--- config.mk ---
export PLATFORM = sky130hd
export DESIGN_NAME = irq_vec_select
export DESIGN_NICKNAME = d
export VERILOG_FILES = /design/src/rtl/irq_vec_select.sv
export SDC_FILE = /design/constraint.sdc
export NUM_CORES = 1
export LEC_CHECK = 0
export BUFFER_PORTS_ARGS = -buffer_cell sky130_fd_sc_hd__buf_4
export CAP_MARGIN = 30
export CORE_MARGIN = 10
export CORE_UTILIZATION = 39
export CTS_CLUSTER_SIZE = 24
export DETAILED_ROUTE_END_ITERATION = 10
export PLACE_DENSITY_LB_ADDON = 0.15
export SETUP_SLACK_MARGIN = 0.4
export SLEW_MARGIN = 5
export SYNTH_ARGS = -nofsm -noshare
export SYNTH_HDL_FRONTEND = slang
export SYNTH_SLANG_ARGS = --single-unit
--- constraint.sdc ---
create_clock -name clk -period 1.25 [get_ports clk]
set_clock_uncertainty 0.05 [all_clocks]
set_input_delay 0.125 -clock clk [delete_from_list [all_inputs] [get_ports clk]]
set_output_delay 0.125 -clock clk [all_outputs]
set_load 0.05 [all_outputs]
--- src/rtl/irq_vec_select.sv ---
module irq_vec_select #(
  parameter int          NSRC      = 16,
  parameter int          AW        = 16,
  parameter int          DW        = 8,
  parameter logic [15:0] LIVE_MASK = 16'h407D
) (
  input  logic          clk,
  input  logic          rst_n,
  input  logic          start,
  input  logic [NSRC-1:0] pending,
  input  logic [NSRC-1:0] enable,
  input  logic [AW-1:0] instr_addr,
  input  logic [DW-1:0] mem_rdata,
  output logic          mem_rd,
  output logic [AW-1:0] mem_addr,
  output logic          busy,
  output logic [3:0]    rank,
  output logic [AW-1:0] entry_addr,
  output logic          default_used,
  output logic [2*DW-1:0] target,
  output logic          done
);
  localparam logic [1:0] IDLE = 2'd0, S_HI = 2'd1, S_LO = 2'd2, S_CAP = 2'd3;

  logic [1:0]      st;
  logic [NSRC-1:0] req;
  logic [3:0]      win;
  logic            hit;
  logic [3:0]      sel;
  logic [7:0]      page, offs;
  logic [DW-1:0]   hi_q;
  logic            go;

  assign req  = pending & enable & LIVE_MASK;
  assign go   = start && st == IDLE;
  assign busy = st != IDLE;

  always_comb begin
    win = 4'd0;
    hit = 1'b0;
    for (int i = NSRC - 1; i >= 0; i--)
      if (req[i]) begin
        win = 4'(i);
        hit = 1'b1;
      end
  end

  assign sel  = hit ? win : 4'd15;
  assign offs = 8'hFE - {3'b000, sel, 1'b0};
  assign page = instr_addr[AW-1:AW-8] + {7'd0, &instr_addr[7:0]};

  assign mem_rd   = st == S_HI || st == S_LO;
  assign mem_addr = {entry_addr[AW-1:1], st == S_LO};

  always_ff @(posedge clk) begin
    if (!rst_n) begin
      st           <= IDLE;
      rank         <= '0;
      entry_addr   <= '0;
      default_used <= 1'b0;
      hi_q         <= '0;
      target       <= '0;
      done         <= 1'b0;
    end else begin
      done <= 1'b0;
      case (st)
        IDLE: if (start) begin
          rank         <= sel;
          entry_addr   <= {page, offs};
          default_used <= !hit;
          st           <= S_HI;
        end
        S_HI: st <= S_LO;
        S_LO: begin
          hi_q <= mem_rdata;
          st   <= S_CAP;
        end
        default: begin
          target <= {hi_q, mem_rdata};
          done   <= 1'b1;
          st     <= IDLE;
        end
      endcase
    end
  end

  a_r6_done_single: assert property (@(posedge clk) disable iff (!rst_n)
    done |=> !done);
  a_r6_first_read: assert property (@(posedge clk) disable iff (!rst_n)
    go |=> mem_rd && !mem_addr[0]);
  a_r6_second_read: assert property (@(posedge clk) disable iff (!rst_n)
    (mem_rd && !mem_addr[0]) |=> mem_rd && mem_addr[0]);
  a_r5_default_entry: assert property (@(posedge clk) disable iff (!rst_n)
    default_used |-> rank == 4'd15 && entry_addr[7:0] == 8'hE0);
  a_r8_hold: assert property (@(posedge clk) disable iff (!rst_n)
    busy |=> $stable(rank) && $stable(entry_addr));
  a_r3_offset_range: assert property (@(posedge clk) disable iff (!rst_n)
    busy |-> entry_addr[7:5] == 3'b111 && !entry_addr[0]);
endmodule

==> reports/results.ini <==
[drt]
vias=1761
drt_pre_antenna_iters=4
drtIter0Drc=38
final_antenna_net_count=0
avgRoutedWirePerCell_um=16.54
via_per_inst=4.684
route.detailed.drc=0
wl_mm=6.219

[setup_path]
crit_buf_inv=4
worst_ep_required_time_ns=1.08
end_kind=output port
cp_top_family=buffers and inverters
critPathLaunchType=register
crit_type=register to output port
critPathSlowestCell=dfxtp_2
crit_fanout=3
path_cells=inv_2 -> ha_4 -> buf_6 -> clkinvlp_4 -> buf_8
max_stage_delay_ns=0.34
crit_arrival_ns=1.19

[synth]
synth_top_family_by_area=simple AND/OR/NAND/NOR gates
yosys.area_share.adder_pct=3.157
synth_warnings=0
muxShareOfSynthArea_pct=12.12
synth_cell_type_count=29
seq_area_frac_synth_pct=45.45
ys_ff_latch=45
synth_area_um2=1982
synth_nets=268
synth_compound_area_share_pct=11.17
synth_simple_gate_area_share_pct=15.85
netlist_instances=204
synth_xor_area_share_pct=2.652
avgSynthCellArea_um2=9.715

[placement]
post-place-ws_ns=-0.1248
dp_cells=349
io_buffer_count=95
globalplace.congestion=0.7390
place_area_um2=2796
dpl.hpwl_mm=3.931

[power_and_ir_drop]
power_per_cell_area_nw_per_um2=2067
power_leakage_nw=1.543
peakVddDrop_v=0.001663

[layout]
fin_cells=376
nets=372
design_area_um2=3757
layout_common_cells=buf_8 (56), buf_4 (53), nor2b_1 (27)
final_layout_size_suffix_gt1_share_pct=65.70
num_antenna_cells=0
layout_commonest_cell=buf_8
num-fill-cells=324
area_growth_pct=89.58

[job]
cap_violations=0

[sta]
slew_violations=0
max_freq_mhz=731.6
hold_viol_final=0
layout_setup_ws_ns=-0.1168
final-setup-viol-count=38
fin_crit_sh_pct=109.3
period_minus_slack_ns=1.367
grt_setup_unrepaired=yes

[global_routing]
grt_pass1_vias=1818
antenna_found_initial=0
grt_first_pass_wirelength_mm=9.542
grt_util_all_layers_pct=14.02
grt_max_degree=47
overflow=0

[floorplanning]
dieHeight_um=91.29
start_util_pct=41.14
io_pins=115
coreArea_um2=4817
num_rows=25
dieArea_um2=8333
die_w_um=91.29

[clock_network]
cts_hold_buf=0
worstSkewPairLatency_ns=0.29
cts.clk_slew.worst_paths_ns=0.08
cts_buffers=5
cts.root.buffer_cell=clkbuf_8
clkSinkCount=45
h-tree-depth=2
tritoncts=yes
cts.path.max_buffers=2

[status]
outcome=complete, but fails checks
violations=negative setup slack

[worst_hold_path]
holdCritPathClass=primary input to register

==> worst register-to-register path, stage by stage, from the launching register on <==
cell and delay, ns:
dfxtp_2 0.34, buf_6 0.11, buf_6 0.11, ha_4 0.18, buf_6 0.12, buf_8 0.12, mux2i_1 0.16, nor2b_1 0.07
==> Yosys cell counts, drive strengths merged <==
cell	number	share of area, %
buf	20	7.3
o21a	1	0.38
dfxtp	45	45
clkbuf	8	1.5
a21oi	8	2.0
mux2i	24	12
nand4	2	0.63
nand2	16	3.0
xnor2	4	1.8
and2	2	0.63
a21boi	4	1.5
inv	3	0.57
o211a	2	1.0
or3	1	0.32
nor2	5	0.95
o2bb2ai	1	0.44
o21ai	10	2.5
a32oi	2	0.88
and3	4	1.3
nor2b	27	8.5
a221oi	1	0.76
conb	1	0.19
xor2	2	0.88
nand3	2	0.51
a21o	1	0.38
ha	5	3.2
a222oi	1	0.51
a22oi	2	0.76
==> flip-flops by register name, summed over array words and instances (netlist names) <==
signal,count
target,16
entry_addr,13
st,2
rank,4
hi_q,8
default_used,1
done,1
==> metrics by stage <==
step | TNS [ns] | util (%) | hold WS (ns) | power [mW]
3_5_place_dp | -0.6994 | 58.05 | 0.3508 | 5.212
6_report | -1.911 | 78.00 | 0.04177 | 7.767
4_1_cts | -1.725 | 72.86 | 0.03384 | 7.237
5_1_grt | -4.247 | 78.00 | 0.04234 | 8.160
3_3_place_gp | -0.6043 | 58.05 | 0.3423 | 5.185
2_1_floorplan | -0.2199 | - | 0.2309 | 4.502
==> power by group <==
part | switching [mW] | internal, mW
clock network | 0.476 | 0.387
logic | 2.48 | 2.34
registers | 0.311 | 1.77
==> final timing paths <==
check	start	to	depth (start not counted)	slack [ns]
setup / recovery	st[1]$_SDFFE_PN0P_	busy	5	-0.12
hold / removal	mem_rdata[4]	hi_q[4]$_SDFFE_PN0P_	3	0.04
setup reg to reg	st[1]$_SDFFE_PN0P_	hi_q[0]$_SDFFE_PN0P_	7	-0.10
hold reg to reg	rank[1]$_SDFFE_PN0P_	rank[1]$_SDFFE_PN0P_	2	0.42
==> timing repair <==
action / in CTS / in global routing
buffers inserted: 7 / 6
endpoints found under the hold margin: 0 / 0
setup endpoints to repair: 100 / 100
gates cloned: 3 / 3
gates resized for setup: 152 / 40
pin swaps: 4 / 8
==> kinds of logic (layout without fill, tap and decap cells) <==
group,count (synthesis),count (layout)
AOI/OAI and AO/OA,33,33
xor gates and xnor gates,6,6
adders and majority gates,5,5
buffers and inverters,31,136
DFF,45,45
muxes,24,24
other,1,1
and+or+nand+nor,59,59
==> layer usage <==
layer  vias to the layer above  share of wire [%]  routed length [um]  GRT usage (%)
met4                         0               0.96                  60          3.916
met2                        52                 53                3271          24.11
met1                       821                 39                2432          15.36
met3                         6                7.3                 454          6.091
met5                         -                  0                   0              0
li1                        882                  -                   -              -
==> cell type report <==
| type | count | area, um2 | area share [%] |
|---|---|---|---|
| clock inverters | 3 | 16.27 | 0.4329 |
| well taps | 67 | 83.83 | 2.231 |
| flip-flops and latches | 45 | 982.2 | 26.14 |
| repair buffers | 125 | 1521 | 40.49 |
| clock buffers | 5 | 68.82 | 1.832 |
| multi-input cells | 128 | 1070 | 28.47 |
| inverters | 3 | 15.01 | 0.3996 |
Power figures use the tool's default switching activity.
